[src/rtl/mbist_lp_pkg.sv]
// Shared types of the low-power march controller.
// Assumes nothing beyond a single clock domain.
package mbist_lp_pkg;

    // Controller phases: idle, issuing operations, waiting for the last compare.
    typedef enum logic [1:0] {
        ST_IDLE  = 2'd0,
        ST_RUN   = 2'd1,
        ST_DRAIN = 2'd2
    } run_state_t;

    // The four operations applied to each address, in issue order.
    typedef enum logic [1:0] {
        OP_WR_PAT = 2'd0,
        OP_RD_PAT = 2'd1,
        OP_WR_INV = 2'd2,
        OP_RD_INV = 2'd3
    } march_op_t;

endpackage

[src/rtl/mbist_lp_seq.sv]
// Address and operation sequencer.
// Walks row by row, with the column as the fast field, and applies four
// operations per address. Assumes advance is held for the whole run.
module mbist_lp_seq
    import mbist_lp_pkg::*;
#(
    parameter int ROW_BITS = 2,
    parameter int COL_BITS = 2
) (
    input  logic                clk,
    input  logic                rst_n,
    input  logic                clear,
    input  logic                advance,
    output logic [ROW_BITS-1:0] row,
    output logic [COL_BITS-1:0] col,
    output march_op_t           op,
    output logic                last_op
);
    localparam logic [ROW_BITS-1:0] ROW_LAST = {ROW_BITS{1'b1}};
    localparam logic [COL_BITS-1:0] COL_LAST = {COL_BITS{1'b1}};

    logic [ROW_BITS-1:0] row_q;
    logic [COL_BITS-1:0] col_q;
    march_op_t           op_q;
    logic                addr_done;

    assign addr_done = (op_q == OP_RD_INV);
    assign last_op   = addr_done && (row_q == ROW_LAST) && (col_q == COL_LAST);
    assign row       = row_q;
    assign col       = col_q;
    assign op        = op_q;

    // Step operation, then column, then row.
    always_ff @(posedge clk) begin
        if (!rst_n || clear) begin
            row_q <= '0;
            col_q <= '0;
            op_q  <= OP_WR_PAT;
        end else if (advance) begin
            op_q <= march_op_t'(op_q + 2'd1);
            if (addr_done) begin
                col_q <= col_q + 1'b1;
                if (col_q == COL_LAST) begin
                    row_q <= row_q + 1'b1;
                end
            end
        end
    end

    // the address moves up by one only after the fourth operation.
    p_addr_next_r2: assert property (@(posedge clk) disable iff (!rst_n)
        (advance && !clear && addr_done && !last_op)
            |=> ({row_q, col_q} == $past({row_q, col_q}) + 1'b1));

    p_addr_hold_r2: assert property (@(posedge clk) disable iff (!rst_n)
        (advance && !clear && !addr_done) |=> $stable({row_q, col_q}));

endmodule

[src/rtl/mbist_lp_precharge.sv]
// Per-column precharge enable decoder.
// In restricted mode, only the selected column and its right neighbour are
// enabled. Assumes col is stable for the whole operation cycle.
module mbist_lp_precharge #(
    parameter int COL_BITS = 2
) (
    input  logic                   clk,
    input  logic                   rst_n,
    input  logic                   active,
    input  logic                   lp_mode,
    input  logic [COL_BITS-1:0]    col,
    output logic [2**COL_BITS-1:0] prech
);
    localparam int NCOL = 2 ** COL_BITS;

    for (genvar c = 0; c < NCOL; c++) begin : g_col
        if (c == 0) begin : g_first
            // Column 0 is enabled only when it is selected itself.
            assign prech[c] = active && (!lp_mode || (col == COL_BITS'(c)));
        end else begin : g_rest
            // Enabled when selected, or when its left neighbour is selected.
            assign prech[c] = active && (!lp_mode || (col == COL_BITS'(c)) ||
                                         (col == COL_BITS'(c - 1)));
        end
    end

    // restricted mode enables one pair, or a single column at the last one.
    p_pair_r8: assert property (@(posedge clk) disable iff (!rst_n)
        (active && lp_mode) |->
            (prech[col] && ($countones(prech) ==
                            ((col == COL_BITS'(NCOL - 1)) ? 1 : 2))));

    // full precharge when restricted mode is off; none when not running.
    p_full_r9: assert property (@(posedge clk) disable iff (!rst_n)
        (active && !lp_mode) |-> (&prech));

    p_idle_r9: assert property (@(posedge clk) disable iff (!rst_n)
        !active |-> (prech == '0));

endmodule

[src/rtl/mbist_lp_resp.sv]
// Read response checker.
// Registers each issued read and compares RAM data with the expected word one
// cycle later. Keeps only the first failing address. Assumes RAM read latency
// is exactly one cycle.
module mbist_lp_resp #(
    parameter int ADDR_W = 4,
    parameter int DATA_W = 8
) (
    input  logic              clk,
    input  logic              rst_n,
    input  logic              clear,
    input  logic              rd_issue,
    input  logic [ADDR_W-1:0] rd_addr,
    input  logic [DATA_W-1:0] rd_exp,
    input  logic [DATA_W-1:0] rdata,
    output logic              fail,
    output logic [ADDR_W-1:0] fail_addr,
    output logic              cmp_pend
);
    logic              pend_q;
    logic [ADDR_W-1:0] pend_addr_q;
    logic [DATA_W-1:0] pend_exp_q;
    logic              fail_q;
    logic [ADDR_W-1:0] fail_addr_q;
    logic              mismatch;

    assign mismatch  = pend_q && (rdata != pend_exp_q);
    assign fail      = fail_q;
    assign fail_addr = fail_addr_q;
    assign cmp_pend  = pend_q;

    // Hold the address and expected data of the read in flight.
    always_ff @(posedge clk) begin
        if (!rst_n) begin
            pend_q      <= 1'b0;
            pend_addr_q <= '0;
            pend_exp_q  <= '0;
        end else begin
            pend_q      <= rd_issue;
            pend_addr_q <= rd_addr;
            pend_exp_q  <= rd_exp;
        end
    end

    // Latch the first mismatch; an accepted start wipes the result.
    always_ff @(posedge clk) begin
        if (!rst_n || clear) begin
            fail_q      <= 1'b0;
            fail_addr_q <= '0;
        end else if (mismatch && !fail_q) begin
            fail_q      <= 1'b1;
            fail_addr_q <= pend_addr_q;
        end
    end

    // once set, the failure and its address hold until the next start.
    p_fail_sticky_r5: assert property (@(posedge clk) disable iff (!rst_n)
        (fail_q && !clear) |=> (fail_q && $stable(fail_addr_q)));

    // a compare follows each issued read by one cycle.
    p_cmp_follows_r5: assert property (@(posedge clk) disable iff (!rst_n)
        rd_issue |=> pend_q);

    // clear leaves a clean result.
    p_clear_r10: assert property (@(posedge clk) disable iff (!rst_n)
        clear |=> (!fail_q && (fail_addr_q == '0)));

endmodule

[src/rtl/mbist_lp_ctrl.sv]
// Low-power march memory self-test controller (top).
// Runs the zero-one or checkerboard test with all four operations merged per
// address, checks the read data, and drives restricted column precharge.
// Assumes a single-port RAM with one-cycle synchronous reads.
module mbist_lp_ctrl
    import mbist_lp_pkg::*;
#(
    parameter int ROW_BITS = 2,
    parameter int COL_BITS = 2,
    parameter int DATA_W   = 8
) (
    input  logic                         clk,
    input  logic                         rst_n,
    input  logic                         start,
    input  logic                         algo_sel,
    input  logic                         lp_mode,
    output logic [ROW_BITS+COL_BITS-1:0] mem_addr,
    output logic [DATA_W-1:0]            mem_wdata,
    output logic                         mem_we,
    output logic                         mem_re,
    input  logic [DATA_W-1:0]            mem_rdata,
    output logic [2**COL_BITS-1:0]       col_prech,
    output logic                         done,
    output logic                         fail,
    output logic [ROW_BITS+COL_BITS-1:0] fail_addr
);
    localparam int ADDR_W = ROW_BITS + COL_BITS;

    run_state_t          state_q;
    logic                algo_q;
    logic                done_q;
    logic                start_acc;
    logic                running;
    logic [ROW_BITS-1:0] row;
    logic [COL_BITS-1:0] col;
    march_op_t           op;
    logic                last_op;
    logic [ADDR_W-1:0]   addr;
    logic [DATA_W-1:0]   pat;
    logic [DATA_W-1:0]   word;
    logic                cmp_pend;

    assign start_acc = start && (state_q == ST_IDLE);
    assign running   = (state_q == ST_RUN);
    assign addr      = {row, col};

    // Base pattern: zeros, or a parity-selected word for the checkerboard.
    assign pat  = algo_q ? {DATA_W{addr[0]}} : '0;
    assign word = (op == OP_WR_INV || op == OP_RD_INV) ? ~pat : pat;

    assign mem_addr  = addr;
    assign mem_wdata = word;
    assign mem_we    = running && (op == OP_WR_PAT || op == OP_WR_INV);
    assign mem_re    = running && (op == OP_RD_PAT || op == OP_RD_INV);
    assign done      = done_q;

    // Phase control: idle, run the array, drain the last compare.
    always_ff @(posedge clk) begin
        if (!rst_n) begin
            state_q <= ST_IDLE;
            algo_q  <= 1'b0;
            done_q  <= 1'b0;
        end else begin
            done_q <= (state_q == ST_DRAIN);
            unique case (state_q)
                ST_IDLE: if (start) begin
                    state_q <= ST_RUN;
                    algo_q  <= algo_sel;
                end
                ST_RUN:   if (last_op) state_q <= ST_DRAIN;
                ST_DRAIN: state_q <= ST_IDLE;
                default:  state_q <= ST_IDLE;
            endcase
        end
    end

    mbist_lp_seq #(
        .ROW_BITS(ROW_BITS),
        .COL_BITS(COL_BITS)
    ) seq_i (
        .clk    (clk),
        .rst_n  (rst_n),
        .clear  (start_acc),
        .advance(running),
        .row    (row),
        .col    (col),
        .op     (op),
        .last_op(last_op)
    );

    mbist_lp_precharge #(
        .COL_BITS(COL_BITS)
    ) prech_i (
        .clk    (clk),
        .rst_n  (rst_n),
        .active (running),
        .lp_mode(lp_mode),
        .col    (col),
        .prech  (col_prech)
    );

    mbist_lp_resp #(
        .ADDR_W(ADDR_W),
        .DATA_W(DATA_W)
    ) resp_i (
        .clk      (clk),
        .rst_n    (rst_n),
        .clear    (start_acc),
        .rd_issue (mem_re),
        .rd_addr  (addr),
        .rd_exp   (word),
        .rdata    (mem_rdata),
        .fail     (fail),
        .fail_addr(fail_addr),
        .cmp_pend (cmp_pend)
    );

    // a cycle never both writes and reads.
    p_we_re_excl_r3: assert property (@(posedge clk) disable iff (!rst_n)
        !(mem_we && mem_re));

    // done lasts a single cycle.
    p_done_pulse_r6: assert property (@(posedge clk) disable iff (!rst_n)
        done |=> !done);

    // the drain cycle issues nothing but still compares the last read.
    p_drain_quiet_r6: assert property (@(posedge clk) disable iff (!rst_n)
        (state_q == ST_DRAIN) |-> (!mem_we && !mem_re && cmp_pend));

    // a start request mid-run does not cut the run short.
    p_busy_start_r7: assert property (@(posedge clk) disable iff (!rst_n)
        (running && start && !last_op) |=> running);

endmodule

[config.mk]
export PLATFORM = sky130hd
export DESIGN_NAME = mbist_lp_ctrl
export DESIGN_NICKNAME = d
export VERILOG_FILES = /design/src/rtl/mbist_lp_pkg.sv /design/src/rtl/mbist_lp_seq.sv /design/src/rtl/mbist_lp_precharge.sv /design/src/rtl/mbist_lp_resp.sv /design/src/rtl/mbist_lp_ctrl.sv
export SDC_FILE = /design/constraint.sdc
export NUM_CORES = 1
export LEC_CHECK = 0
export BUFFER_PORTS_ARGS = -buffer_cell sky130_fd_sc_hd__buf_4
export CAP_MARGIN = 20
export CORE_UTILIZATION = 45
export CTS_BUF_LIST = sky130_fd_sc_hd__clkbuf_16
export CTS_CLUSTER_DIAMETER = 50
export DETAILED_ROUTE_END_ITERATION = 7
export GPL_TIMING_DRIVEN = 0
export PLACE_DENSITY = 0.74
export SYNTH_ARGS = -nofsm -noshare
export SYNTH_HDL_FRONTEND = slang
export SYNTH_HIERARCHICAL = 1
export SYNTH_SLANG_ARGS = --single-unit
export TNS_END_PERCENT = 50
[constraint.sdc]
create_clock -name clk -period 1.2 [get_ports clk]
set_input_delay 0 -clock clk [delete_from_list [all_inputs] [get_ports clk]]
set_output_delay 0 -clock clk [all_outputs]
set_load 0.1 [all_outputs]
=== Word-level counts from Yosys, hierarchy flattened ===
Index checks and enable logic that the tools add are counted.

* Muxes and demuxes: 5
* Bitwise operators: 1
* Equality and inequality tests: 12
* Reduce and logical (&&, ||, !) cells: 32
* Add/sub/neg operators: 3

{| class="wikitable"
|+ Operator list
! operator !! number
|-
| $mux W8 || 2
|-
| $eq A2 B2 Y1 const B || 6
|-
| $logic_and A1 B1 Y1 || 11
|-
| $logic_or A1 B1 Y1 || 11
|-
| $ne A8 B8 Y1 || 1
|-
| $not A8 Y8 || 1
|-
| $add A2 B1 Y2 const B || 3
|-
| $eq A2 B1 Y1 const B || 3
|-
| $logic_not A2 Y1 || 3
|-
| $reduce_and A2 Y1 || 3
|-
| $mux W2 || 2
|-
| $ne A2 B2 Y1 const B || 2
|-
| $pmux W2 S2 || 1
|-
| $logic_not A1 Y1 || 3
|-
| $reduce_and A3 Y1 || 1
|}

* Input port bits: 13
* Output and inout bits: 24
* Register bits after elaboration: 28
* Logic and storage cells: 64

=== Longest topological paths before layout ===
Gate-level depths: netlist of the first run.

* Word-level depth: 5
* Mapped depth: 5
* Depth with buffers taken out: 4

=== Modules after synthesis ===
The synthesis of the first run kept the hierarchy.

{| class="wikitable"
|+ Modules (own cells, without submodules)
! module !! cells an instance !! instances !! sequential area each (um^2) !! area each (um^2)
|-
| mbist_lp_resp || 59 || 1 || 360.3 || 643.1
|-
| mbist_lp_seq || 29 || 1 || 120.1 || 302.8
|-
| mbist_lp_ctrl || 27 || 1 || 80.1 || 240.2
|-
| mbist_lp_precharge || 7 || 1 || 0.0 || 46.3
|}

=== Least setup slack after synthesis of the first run ===
No wires, ideal clock.

* Path kind: reg-to-output
* Start: register seq_i.col_q[0], in the netlist seq_i/col[0]
* End: output mem_wdata[1]
* Setup slack: -2.588 ns
* Buffers on the path: 1
* Stages on the path, launching flop included: 4
* Required time: 1.200 ns
* Arrival time: 3.788 ns
* Cells stage by stage: dfxtp_1 nand2_1 xnor2_1 buf_4

* Word-level cells in the longest chain between the ends: 3

{| class="wikitable"
|+ RTL lines
! element !! line !! RTL
|-
| start: declaration || mbist_lp_seq.sv:23 || <nowiki>logic [COL_BITS-1:0] col_q;</nowiki>
|-
| start signal: assignment || mbist_lp_seq.sv:42 || <nowiki>col_q <= col_q + 1'b1;</nowiki>
|-
| $mux W8 (*) || mbist_lp_ctrl.sv:48 || <nowiki>assign pat = algo_q ? {DATA_W{addr[0]}} : '0;</nowiki>
|-
| $not A8 Y8 || mbist_lp_ctrl.sv:49 || <nowiki>assign word = (op == OP_WR_INV || op == OP_RD_INV) ? ~pat : pat;</nowiki>
|-
| $mux W8 (*) || mbist_lp_ctrl.sv:49 ||
|-
| end: declaration || mbist_lp_ctrl.sv:18 || <nowiki>output logic [DATA_W-1:0] mem_wdata,</nowiki>
|}

Every way passes the cells marked *; elsewhere a longest branch is shown, timed or not.

=== Worst setup path after layout of the first run ===
* Start: register seq_i.col_q[0], in the netlist seq_i/col[0]
* End: output mem_wdata[6]

The elaborated chain is that of the path after synthesis.

==> impl_metrics.prom, run 1 <==
# TYPE chip_impl_metric gauge
chip_impl_info{name="run_status",value="finished with violations"} 1
chip_impl_info{name="failed_checks",value="setup timing"} 1
chip_impl_metric{name="syn_area_per_cell",unit="um2"} 10.10
chip_impl_metric{name="synth_cell_type_count",unit=""} 30
chip_impl_info{name="timing.critical_path.to_type",value="primary output"} 1
chip_impl_metric{name="cellInternalPower",unit="mW"} 1.698
chip_impl_metric{name="yosys.area_share.simple",unit="%"} 25.18
chip_impl_metric{name="effective_utilization_at_floorplan",unit="%"} 48.86
chip_impl_metric{name="antenna_violating_nets_remaining",unit=""} 0
chip_impl_metric{name="crit_path_max_fanout",unit=""} 8
chip_impl_info{name="most-common-layout-cells",value="sky130_fd_sc_hd__buf_4, sky130_fd_sc_hd__dfxtp_1, sky130_fd_sc_hd__buf_12"} 1
chip_impl_info{name="final_common_cell",value="sky130_fd_sc_hd__buf_4"} 1
chip_impl_info{name="clock-root-buffer",value="sky130_fd_sc_hd__clkbuf_16"} 1
chip_impl_metric{name="cellLeakagePower",unit="nW"} 0.8938
chip_impl_metric{name="power_switching",unit="mW"} 0.5546
chip_impl_metric{name="detailedRoute.firstPassIterationCount",unit=""} 4
chip_impl_metric{name="fin_crit_sh",unit="%"} 111.9
chip_impl_metric{name="fmaxAchievable",unit="MHz"} 745.0
chip_impl_metric{name="tightest_slew",unit="ns"} 0.3383
chip_impl_metric{name="hold_violations",unit=""} 0
chip_impl_metric{name="cts.sink_count",unit=""} 28
chip_impl_metric{name="floorplan.die_area",unit="mm2"} 0.002952
chip_impl_metric{name="wl_per_cell",unit="um"} 14.07
chip_impl_metric{name="fin_skew",unit="ns"} 0.001481
chip_impl_info{name="combinational_family_with_the_most_area_after_synthesis",value="simple AND/OR/NAND/NOR gates"} 1
chip_impl_metric{name="detail_route.iter0.violations",unit=""} 12
chip_impl_metric{name="ys_seq_area_share",unit="%"} 45.48
chip_impl_metric{name="num_vias",unit=""} 985
chip_impl_metric{name="die_span_x",unit="um"} 54.33
chip_impl_metric{name="synth_xor_area_share",unit="%"} 7.817
chip_impl_metric{name="synth_net_count",unit=""} 138
chip_impl_metric{name="ctsHtreeMaxLevel",unit=""} 1
chip_impl_metric{name="clk_transition_reported_paths",unit="ns"} 0.07
chip_impl_metric{name="clk_latency_worst_skew_pair",unit="ns"} 0.26
chip_impl_metric{name="vias_cell",unit=""} 4.925
chip_impl_metric{name="ys_ff_latch",unit=""} 28
chip_impl_info{name="hold_class",value="input port to flop"} 1
chip_impl_metric{name="dp_slack",unit="ns"} -0.2047
chip_impl_metric{name="io_buffer_count",unit=""} 36
chip_impl_metric{name="final_nets",unit=""} 187
chip_impl_metric{name="report.final.slew_viol_count",unit=""} 0
chip_impl_metric{name="finalCriticalPeriod",unit="ns"} 1.342
chip_impl_metric{name="yosys_warning_total",unit=""} 6
chip_impl_metric{name="place_congestion",unit=""} 0.6725
chip_impl_metric{name="floorplan.rows",unit=""} 18
chip_impl_metric{name="setup-tns-final",unit="ns"} -1.516
chip_impl_info{name="kind_of_start_point_of_the_critical_path",value="flop"} 1
chip_impl_metric{name="arrival",unit="ns"} 1.34
chip_impl_metric{name="vias_in_the_first_global_route",unit=""} 847
chip_impl_metric{name="grt_pass1_wl",unit="mm"} 3.891
chip_impl_info{name="grt-busiest-layer",value="met2"} 1
chip_impl_info{name="timing.setup.critical_path_class",value="flop to primary output"} 1
chip_impl_metric{name="area_of_the_core_region",unit="mm2"} 0.002522
chip_impl_metric{name="synthToLayoutAreaGrowth",unit="%"} 69.14
chip_impl_metric{name="global_route.usage.met2",unit="%"} 34.76
chip_impl_metric{name="detailed_place_hpwl",unit="mm"} 1.603
chip_impl_metric{name="setup_slack",unit="ns"} -0.1423
chip_impl_metric{name="power.combinational.fraction",unit="%"} 18.9
chip_impl_metric{name="critPathRequiredTime",unit="ns"} 1.20
chip_impl_metric{name="mappedNetlistArea",unit="mm2"} 0.001232
chip_impl_metric{name="sequentialPowerShare",unit="%"} 42.1
chip_impl_metric{name="diodes",unit=""} 0
chip_impl_metric{name="switching_share",unit="%"} 24.62
chip_impl_metric{name="sequential_cell_area_in_the_final_layout",unit="um2"} 583.1
chip_impl_metric{name="floorplan.io_pins",unit=""} 37
chip_impl_metric{name="grtUsageTotal",unit="%"} 19.00
chip_impl_metric{name="power.density",unit="mW/mm2"} 1081
chip_impl_metric{name="max_cap_violations",unit=""} 0
chip_impl_metric{name="cts_buffers",unit=""} 3
chip_impl_metric{name="grt_max_degree",unit=""} 17
chip_impl_metric{name="gr-total-overflow",unit=""} 0
chip_impl_metric{name="synth_compound_gate_area_share",unit="%"} 6.396
chip_impl_metric{name="setup_violations",unit=""} 20
chip_impl_metric{name="grt_util_met3",unit="%"} 3.611
chip_impl_metric{name="groute.layer.met1.usage",unit="%"} 21.81
chip_impl_metric{name="drt-total-wl",unit="mm"} 2.814
chip_impl_metric{name="layout.filler_cells",unit=""} 139
chip_impl_metric{name="antenna_violations_before_repair",unit=""} 0
chip_impl_metric{name="hold_buffers",unit=""} 0
chip_impl_info{name="rsz0062_at_grt",value="yes"} 1
chip_impl_metric{name="drc",unit=""} 0
chip_impl_metric{name="drive_above_1_share",unit="%"} 52.94
chip_impl_metric{name="worst_slew_margin_rel",unit="%"} 77.44
chip_impl_metric{name="die-height",unit="um"} 54.33
chip_impl_metric{name="pwr-share-clk",unit="%"} 39.1
chip_impl_metric{name="netlist_instances",unit=""} 122
chip_impl_metric{name="post_synth_mux_area_share",unit="%"} 6.497
chip_impl_info{name="tritoncts_clock_tree",value="built"} 1
chip_impl_metric{name="multiInputGateArea",unit="um2"} 721.9
chip_impl_metric{name="max-vdd-ir-drop",unit="V"} 0.001003
chip_impl_metric{name="clock_path_buffers",unit=""} 2
chip_impl_metric{name="synth_adder_area_share",unit="%"} 3.046
[cell families after synthesis]
family / after synthesis
simple gates: 50
mux: 8
fa+ha+maj: 3
xor+xnor: 11
buf+inv: 11
flops: 28
compound gates: 11
[area by class of cell]
class | instances | area share [%]
multi-input cells | 83 | 34.63
flip-flops and latches | 28 | 27.97
repair buffers | 44 | 24.61
plain buffers | 10 | 6.002
clock buffers | 4 | 4.802
well taps | 30 | 1.801
inverters | 1 | 0.1801
[power by group through the flow]
stage,clock network (mW),logic [mW],registers [mW]
finish,0.880,0.425,0.948
global placement,0,0.325,0.968
detailed placement,0,0.331,0.969
global route,0.940,0.443,0.948
CTS,0.897,0.411,0.946
floorplan,0,0.245,0.969
[sequential cells by signal, summed over array words and instances, names as in the netlist]
| signal | count |
|---|---|
| state_q | 2 |
| resp_i/pend_exp_q | 8 |
| seq_i/op | 2 |
| seq_i/col | 2 |
| algo_q | 1 |
| resp_i/fail | 1 |
| resp_i/fail_addr | 4 |
| resp_i/cmp_pend | 1 |
| seq_i/row | 2 |
| done | 1 |
| resp_i/pend_addr_q | 4 |
[cells in the mapped netlist]
cell | count | share of area (%)
sky130_fd_sc_hd__nor4_2 | 2 | 2.0
sky130_fd_sc_hd__nand3_1 | 1 | 0.41
sky130_fd_sc_hd__a21oi_2 | 1 | 0.71
sky130_fd_sc_hd__or2b_1 | 2 | 1.2
sky130_fd_sc_hd__nand3b_1 | 4 | 2.4
sky130_fd_sc_hd__a21bo_2 | 2 | 1.6
sky130_fd_sc_hd__inv_1 | 1 | 0.30
sky130_fd_sc_hd__o21a_1 | 1 | 0.61
sky130_fd_sc_hd__mux2i_1 | 8 | 6.5
sky130_fd_sc_hd__a21boi_1 | 1 | 0.61
sky130_fd_sc_hd__nor2b_4 | 1 | 1.1
sky130_fd_sc_hd__nor2b_1 | 2 | 1.0
sky130_fd_sc_hd__and3_1 | 3 | 1.5
sky130_fd_sc_hd__ha_1 | 3 | 3.0
sky130_fd_sc_hd__a21boi_0 | 2 | 1.2
sky130_fd_sc_hd__buf_4 | 7 | 4.3
sky130_fd_sc_hd__buf_1 | 1 | 0.30
sky130_fd_sc_hd__dfxtp_1 | 28 | 45
sky130_fd_sc_hd__clkbuf_1 | 1 | 0.30
sky130_fd_sc_hd__o21ai_0 | 1 | 0.41
sky130_fd_sc_hd__nor2_1 | 3 | 0.91
sky130_fd_sc_hd__xor2_1 | 8 | 5.7
sky130_fd_sc_hd__nand2_1 | 12 | 3.7
sky130_fd_sc_hd__nor3b_2 | 1 | 1.0
sky130_fd_sc_hd__buf_2 | 1 | 0.41
sky130_fd_sc_hd__or3b_1 | 1 | 0.71
sky130_fd_sc_hd__xnor2_1 | 3 | 2.1
sky130_fd_sc_hd__and2_1 | 15 | 7.6
sky130_fd_sc_hd__nand2b_1 | 3 | 1.5
sky130_fd_sc_hd__a21oi_1 | 3 | 1.2
[what timing repair did]
action                                  CTS  global route
endpoints found under the hold margin     0             0
endpoints found under the setup margin   30            26
gates resized for setup                  53            13
setup buffers                             6             2
pin swaps                                 7             4
[worst max-delay path, stage by stage (launching register included)]
cell	delay [ns]
sky130_fd_sc_hd__dfxtp_4	0.40
sky130_fd_sc_hd__nand2_4	0.08
sky130_fd_sc_hd__xnor2_4	0.17
sky130_fd_sc_hd__buf_12	0.17
sky130_fd_sc_hd__buf_6	0.11
sky130_fd_sc_hd__buf_12	0.16
[through the flow]
| stage | instances | instance area (um2) | utilization [%] | hold WS, ns | power (mW) |
|---|---|---|---|---|---|
| 6_report | 200 | 2085 | 82.64 | 0.005410 | 2.253 |
| 4_1_cts | 198 | 2028 | 80.41 | 0.004529 | 2.254 |
| 2_1_floorplan | 122 | 1355 | - | 0.1217 | 1.214 |
| 3_3_place_gp | 188 | 1663 | 65.92 | 0.2643 | 1.293 |
| 3_5_place_dp | 188 | 1663 | 65.92 | 0.2777 | 1.300 |
| 5_1_grt | 200 | 2085 | 82.64 | 0.02538 | 2.331 |
[metal layers]
layer	routed length (um)	vias up
li1	-	493
met1	1164	466
met2	1542	24
met3	97	2
met4	10	0
met5	0	-
[final timing paths]
check | startpoint | to | cells after the start | slack [ns]
hold reg to reg | resp_i/pend_addr_q[2] | resp_i/fail_addr[2] | 2 | 0.44
hold / removal | algo_sel | algo_q | 3 | 0.005
setup / recovery | seq_i/col[0] | mem_wdata[6] | 5 | -0.14
setup reg to reg | state_q[0] | resp_i/fail_addr[1] | 6 | -0.04
Note: power is estimated with default switching activity, not from simulation.
==> inputs of run 2 (changes only) <==
--- a/config.mk
+++ b/config.mk
@@ -15,2 +15,3 @@
 export PLACE_DENSITY = 0.74
+export SLEW_MARGIN = 40
 export SYNTH_ARGS = -nofsm -noshare
==> constraint.sdc (replaced) <==
create_clock -name clk -period 1.2 [get_ports clk]
set_input_delay 0.24 -clock clk [delete_from_list [all_inputs] [get_ports clk]]
set_output_delay 0.24 -clock clk [all_outputs]
set_load 0.1 [all_outputs]
==> impl_metrics.prom, run 2 (same netlist as run 1, synthesis figures left out) <==
# TYPE chip_impl_metric gauge
chip_impl_info{name="run_status",value="finished with violations"} 1
chip_impl_info{name="failed_checks",value="setup timing"} 1
chip_impl_metric{name="critical_path.max_stage_delay",unit="ns"} 0.40
chip_impl_info{name="clock-root-buffer",value="sky130_fd_sc_hd__clkbuf_16"} 1
chip_impl_metric{name="diodes",unit=""} 0
chip_impl_info{name="timing.setup.critical_path_class",value="flop to primary output"} 1
chip_impl_metric{name="setup-tns-final",unit="ns"} -6.643
chip_impl_metric{name="antenna_violations_before_repair",unit=""} 0
chip_impl_metric{name="hold_violations",unit=""} 0
chip_impl_metric{name="utilization_after_layout",unit="%"} 87.40
chip_impl_info{name="final_common_cell",value="sky130_fd_sc_hd__buf_4"} 1
chip_impl_metric{name="detailed_place_hpwl",unit="mm"} 1.688
chip_impl_metric{name="gr-total-overflow",unit=""} 0
chip_impl_metric{name="report.final.slew_viol_count",unit=""} 0
chip_impl_metric{name="setup_slack",unit="ns"} -0.4376
chip_impl_metric{name="drc",unit=""} 0
chip_impl_metric{name="floorplan.rows",unit=""} 18
chip_impl_info{name="timing.critical_path.to_type",value="primary output"} 1
chip_impl_metric{name="max-vdd-ir-drop",unit="V"} 0.001253
chip_impl_metric{name="critPathRequiredTime",unit="ns"} 0.96
chip_impl_metric{name="hold_buffers",unit=""} 0
chip_impl_metric{name="num_vias",unit=""} 1051
chip_impl_metric{name="drive_above_1_share",unit="%"} 57.14
chip_impl_metric{name="floorplan.io_pins",unit=""} 37
chip_impl_metric{name="cts.sink_count",unit=""} 28
chip_impl_info{name="kind_of_start_point_of_the_critical_path",value="flop"} 1
chip_impl_metric{name="effective_utilization_at_floorplan",unit="%"} 48.86
chip_impl_info{name="hold_class",value="input port to flop"} 1
chip_impl_metric{name="die_span_x",unit="um"} 54.33
chip_impl_metric{name="grt_pass1_wl",unit="mm"} 4.319
chip_impl_info{name="largest_register",value="resp_i/pend_exp_q"} 1
chip_impl_metric{name="clk_latency_worst_skew_pair",unit="ns"} 0.27
chip_impl_metric{name="drt-total-wl",unit="mm"} 3.761
chip_impl_metric{name="clock_path_buffers",unit=""} 2
chip_impl_metric{name="ctsHtreeMaxLevel",unit=""} 1
chip_impl_metric{name="grt_max_degree",unit=""} 16
chip_impl_metric{name="grtUsageTotal",unit="%"} 21.02
chip_impl_metric{name="fin_skew",unit="ns"} 0.005802
chip_impl_metric{name="dp_slack",unit="ns"} -0.5551
chip_impl_metric{name="cts_buffers",unit=""} 3
chip_impl_metric{name="number_of_flip_flops_in_the_largest_register",unit=""} 8
chip_impl_metric{name="die-height",unit="um"} 54.33
chip_impl_metric{name="arrival",unit="ns"} 1.40
chip_impl_metric{name="fmaxAchievable",unit="MHz"} 610.6
chip_impl_metric{name="tightest_slew",unit="ns"} 0.3928
chip_impl_metric{name="final_nets",unit=""} 192
chip_impl_metric{name="synthToLayoutAreaGrowth",unit="%"} 78.88
chip_impl_metric{name="detailedRoute.firstPassIterationCount",unit=""} 4
chip_impl_metric{name="vias_cell",unit=""} 5.127
chip_impl_metric{name="wl_per_cell",unit="um"} 18.35
chip_impl_metric{name="setup_violations",unit=""} 33
chip_impl_metric{name="clk_transition_reported_paths",unit="ns"} 0.07
chip_impl_info{name="crit_family",value="buffers and inverters"} 1
chip_impl_metric{name="critical_path.n_buffers_inverters",unit=""} 3
chip_impl_metric{name="io_buffer_count",unit=""} 36
chip_impl_metric{name="detail_route.iter0.violations",unit=""} 12
chip_impl_info{name="critical_path.cell_chain",value="nand2_4 > xnor2_4 > clkbuf_16 > buf_12 > buf_12"} 1
chip_impl_info{name="rsz0062_at_grt",value="yes"} 1
chip_impl_metric{name="cellLeakagePower",unit="nW"} 0.9445
chip_impl_metric{name="floorplan.die_area",unit="mm2"} 0.002952
chip_impl_info{name="timing.critical_path.slowest_stage_cell",value="sky130_fd_sc_hd__dfxtp_4"} 1
chip_impl_metric{name="antenna_violating_nets_remaining",unit=""} 0
chip_impl_metric{name="hold_slack",unit="ns"} 0.2375
chip_impl_metric{name="worst_slew_margin_rel",unit="%"} 73.81
chip_impl_metric{name="power.density",unit="mW/mm2"} 995.7
chip_impl_metric{name="crit_path_max_fanout",unit=""} 6
chip_impl_info{name="timing.critical_path.mode_cell",value="sky130_fd_sc_hd__buf_12"} 1
chip_impl_metric{name="finalCriticalPeriod",unit="ns"} 1.638
chip_impl_metric{name="max_cap_violations",unit=""} 0
chip_impl_metric{name="vias_in_the_first_global_route",unit=""} 965
chip_impl_metric{name="fin_crit_sh",unit="%"} 136.5
chip_impl_metric{name="place_congestion",unit=""} 0.7165
chip_impl_info{name="tritoncts_clock_tree",value="built"} 1
chip_impl_info{name="most-common-layout-cells",value="sky130_fd_sc_hd__buf_4, sky130_fd_sc_hd__buf_12, sky130_fd_sc_hd__dfxtp_1"} 1
chip_impl_metric{name="area_of_the_core_region",unit="mm2"} 0.002522
[run 2: cell count changes in the layout (fill, tap and decap cells not counted), moves of 2 or more]
| cell | change |
|---|---|
| sky130_fd_sc_hd__dfxtp_4 | -2 |
| sky130_fd_sc_hd__dfxtp_2 | +3 |
| sky130_fd_sc_hd__buf_6 | +2 |
| sky130_fd_sc_hd__and2_1 | -6 |
| sky130_fd_sc_hd__and2_4 | +6 |
| sky130_fd_sc_hd__buf_12 | +5 |
| sky130_fd_sc_hd__buf_4 | -4 |
[run 2: report_power, final]
part,internal [mW],switching (mW)
clock network,0.447,0.322
registers,0.938,0.0132
logic,0.218,0.257
[run 2: stage by stage]
stage / total power [mW] / instances / area [um2]
after CTS: 2.114 / 196 / 2022
after detailed placement: 1.311 / 188 / 1704
after global placement: 1.304 / 188 / 1704
final: 2.195 / 205 / 2205
after global routing: 2.272 / 205 / 2205
after floorplan: 1.223 / 122 / 1396
[run 2: worst paths after layout]
kind                    startpoint                   to  slack (ns)  cells after the start
max                   seq_i/col[0]         mem_wdata[6]       -0.44                      5
min                          start           state_q[0]        0.24                      3
max reg2reg             state_q[0]  resp_i/fail_addr[0]       -0.14                      7
min reg2reg  resp_i/pend_addr_q[2]  resp_i/fail_addr[2]        0.46                      2
[run 2: metal layers]
metal | vias to the layer above | global-route usage, % | part of all wire, %
li1 | 499 | - | -
met1 | 504 | 22.60 | 37
met2 | 38 | 40.85 | 55
met3 | 10 | 2.778 | 4.8
met4 | 0 | 7.692 | 2.9
met5 | - | 0 | 0
[run 2: what timing repair did]
item                       4_1_cts  5_1_grt
setup endpoints to repair       34       35
cloned                           0        1
buffers inserted                 4        8
resized for setup               52       27
pin swaps                        6        4
[run 2: cell type report]
type | instances | area, um2
buffer | 10 | 160.2
timing repair buffer | 49 | 610.6
fill | 122 | 317.8
multi-input combinational | 83 | 734.5
sequential | 28 | 579.3
clock inverter | 1 | 3.754
clock buffer | 3 | 75.07
tap | 30 | 37.54
inverter | 1 | 3.754
[run 2: worst reg2reg max path, delay by kind of cell (launching register included)]
kind	cells	cell delay (ns)
AND/OR/NAND/NOR	3	0.40
multiplexers	1	0.07
flip-flops	1	0.33
buffers and inverters	3	0.41
==> inputs of run 3 (changes only) <==
Settings changed: CORE_UTILIZATION 45 to 40, CTS_CLUSTER_SIZE set to 25, PLACE_DENSITY 0.74 to 0.67.
==> impl_metrics.prom, run 3 (same netlist as run 1, synthesis figures left out) <==
# TYPE chip_impl_metric gauge
chip_impl_metric{name="fmaxAchievable",unit="MHz"} 646.4
chip_impl_metric{name="ff2ff_path_depth",unit=""} 5
chip_impl_metric{name="tightest_slew",unit="ns"} 0.3304
chip_impl_info{name="critical_path.reg2reg.endpoint",value="state_q[0]"} 1
chip_impl_metric{name="setup_slack",unit="ns"} -0.3469
chip_impl_metric{name="critical_path.max_stage_delay",unit="ns"} 0.37
chip_impl_metric{name="hold_slack",unit="ns"} 0.2564
chip_impl_metric{name="setup_violations",unit=""} 20
chip_impl_metric{name="detailed_place_hpwl",unit="mm"} 1.628
chip_impl_metric{name="drc",unit=""} 3
chip_impl_info{name="timing.critical_path.to_type",value="primary output"} 1
chip_impl_metric{name="floorplan.io_pins",unit=""} 37
chip_impl_metric{name="crit_path_max_fanout",unit=""} 7
chip_impl_info{name="failed_checks",value="DRC, setup timing"} 1
chip_impl_metric{name="floorplan.die_area",unit="mm2"} 0.003307
chip_impl_info{name="crit_family",value="buffers and inverters"} 1
chip_impl_metric{name="final_design_area_no_fill",unit="mm2"} 0.002150
chip_impl_info{name="rsz0062_at_grt",value="yes"} 1
chip_impl_metric{name="wl_per_cell",unit="um"} 13.24
chip_impl_metric{name="gr-total-overflow",unit=""} 0
chip_impl_metric{name="final_nets",unit=""} 189
chip_impl_metric{name="drt-total-wl",unit="mm"} 2.674
chip_impl_metric{name="synthToLayoutAreaGrowth",unit="%"} 74.42
chip_impl_info{name="clock-root-buffer",value="sky130_fd_sc_hd__clkbuf_16"} 1
chip_impl_metric{name="utilization_after_layout",unit="%"} 75.98
chip_impl_metric{name="worst_slew_margin_rel",unit="%"} 77.97
chip_impl_info{name="timing.critical_path.slowest_stage_cell",value="sky130_fd_sc_hd__dfxtp_4"} 1
chip_impl_info{name="hold_class",value="input port to flop"} 1
chip_impl_metric{name="grt_pass1_wl",unit="mm"} 4.478
chip_impl_metric{name="power.density",unit="mW/mm2"} 981.8
chip_impl_metric{name="grt_max_degree",unit=""} 16
chip_impl_metric{name="detailedRoute.firstPassIterationCount",unit=""} 6
chip_impl_metric{name="vias_in_the_first_global_route",unit=""} 1018
chip_impl_metric{name="num_vias",unit=""} 984
chip_impl_info{name="reg2reg_from",value="seq_i/col[0]"} 1
chip_impl_metric{name="io_buffer_count",unit=""} 36
chip_impl_info{name="holdCritStartpoint",value="start"} 1
chip_impl_metric{name="cellLeakagePower",unit="nW"} 0.9131
chip_impl_info{name="min_to",value="state_q[0]"} 1
chip_impl_metric{name="antenna_violating_nets_remaining",unit=""} 0
chip_impl_metric{name="total_cell_area_at_the_placement_stage",unit="mm2"} 0.001705
chip_impl_metric{name="final_cells",unit=""} 202
chip_impl_info{name="run_status",value="finished with violations"} 1
chip_impl_metric{name="number_of_flip_flops_in_the_largest_register",unit=""} 8
chip_impl_info{name="most-common-layout-cells",value="sky130_fd_sc_hd__buf_4, sky130_fd_sc_hd__buf_12, sky130_fd_sc_hd__dfxtp_1"} 1
chip_impl_metric{name="finalCriticalPeriod",unit="ns"} 1.547
chip_impl_metric{name="area_of_the_core_region",unit="mm2"} 0.002829
chip_impl_metric{name="hold_violations",unit=""} 0
chip_impl_metric{name="critPathRequiredTime",unit="ns"} 0.96
chip_impl_metric{name="detail_route.iter0.violations",unit=""} 30
chip_impl_metric{name="arrival",unit="ns"} 1.31
chip_impl_info{name="timing.critical_path.mode_cell",value="sky130_fd_sc_hd__buf_12"} 1
chip_impl_info{name="final_common_cell",value="sky130_fd_sc_hd__buf_4"} 1
chip_impl_metric{name="dpl.cell_count",unit=""} 189
chip_impl_metric{name="die_span_x",unit="um"} 57.51
chip_impl_metric{name="critical_path.n_buffers_inverters",unit=""} 3
chip_impl_metric{name="effective_utilization_at_floorplan",unit="%"} 43.56
chip_impl_metric{name="antenna_violations_before_repair",unit=""} 0
chip_impl_metric{name="floorplan.rows",unit=""} 19
chip_impl_info{name="kind_of_start_point_of_the_critical_path",value="flop"} 1
chip_impl_metric{name="fin_crit_sh",unit="%"} 128.9
chip_impl_metric{name="clk_transition_reported_paths",unit="ns"} 0.06
chip_impl_metric{name="clk_latency_worst_skew_pair",unit="ns"} 0.25
chip_impl_info{name="tritoncts_clock_tree",value="built"} 1
chip_impl_metric{name="max_cap_violations",unit=""} 0
chip_impl_metric{name="place_congestion",unit=""} 0.7066
chip_impl_metric{name="cts.sink_count",unit=""} 28
chip_impl_metric{name="die-height",unit="um"} 57.51
chip_impl_metric{name="ctsHtreeMaxLevel",unit=""} 1
chip_impl_metric{name="vias_cell",unit=""} 4.871
chip_impl_metric{name="cts_buffers",unit=""} 3
chip_impl_metric{name="hold_path_depth",unit=""} 3
chip_impl_info{name="largest_register",value="resp_i/pend_exp_q"} 1
chip_impl_metric{name="r2r_setup_slack",unit="ns"} -0.06
chip_impl_info{name="timing.setup.critical_path_class",value="flop to primary output"} 1
chip_impl_metric{name="report.final.slew_viol_count",unit=""} 0
chip_impl_metric{name="fin_skew",unit="ns"} 0.001845
chip_impl_metric{name="grtUsageTotal",unit="%"} 17.67
chip_impl_metric{name="clock_path_buffers",unit=""} 2
chip_impl_metric{name="drive_above_1_share",unit="%"} 53.22
chip_impl_metric{name="max-vdd-ir-drop",unit="V"} 0.0006308
chip_impl_metric{name="diodes",unit=""} 0
chip_impl_info{name="critical_path.cell_chain",value="nand2_4 > xnor2_4 > buf_12 > buf_12 > buf_12"} 1
## run 3: worst max-delay path by stage
stage                       startpoint           end  depth (start not counted)
after CTS                 seq_i/col[0]  mem_wdata[5]                          5
after detailed placement  seq_i/col[0]  mem_wdata[5]                          4
after floorplan           seq_i/col[0]  mem_wdata[1]                          3
after global routing      seq_i/col[0]  mem_wdata[5]                          5
after global placement    seq_i/col[0]  mem_wdata[2]                          4
final                     seq_i/col[0]  mem_wdata[1]                          5
## run 3: report_power, final
group	total (mW)	switching [mW]	internal, mW
Combinational	0.439	0.242	0.197
Sequential	0.949	0.0116	0.937
Clock	0.722	0.281	0.441
Total	2.11	0.535	1.58
## run 3: routing by layer
metal  GRT usage, %  up-vias  wire, um
met5              0        -         0
met4          5.923        0        23
met3          4.082        4       128
met2          31.06       26      1368
met1          21.07      458      1153
li1               -      496         -
## run 3: final cells by class
cell class	instances	area (um2)
multi-input cells	83	724.4
well taps	31	38.79
inverters	1	3.754
plain buffers	10	160.2
repair buffers	46	568.0
fillers	171	679.4
clock buffers	3	75.07
flip-flops and latches	28	579.3
## run 3: timing repair
item                                    in CTS  in global routing
setup buffers                                7                  3
pin swaps                                    8                  2
hold buffers                                 0                  0
endpoints found under the setup margin      37                 30
resized for setup                           60                 13
## run 3: stage by stage
step	worst slack [ns]	setup TNS [ns]	power (mW)
2_1_floorplan	-0.9593	-18.30	1.223
3_3_place_gp	-0.5198	-6.187	1.303
3_5_place_dp	-0.5541	-7.360	1.311
4_1_cts	-0.3372	-4.832	2.102
5_1_grt	-0.3879	-6.275	2.199
6_report	-0.3469	-4.651	2.110
## run 3: worst register-to-register path: stages, from the launching register on
cell,delay (ns)
sky130_fd_sc_hd__dfxtp_4,0.36
sky130_fd_sc_hd__buf_4,0.15
sky130_fd_sc_hd__ha_4,0.15
sky130_fd_sc_hd__and3_4,0.16
sky130_fd_sc_hd__or2b_1,0.23
sky130_fd_sc_hd__a21oi_2,0.13
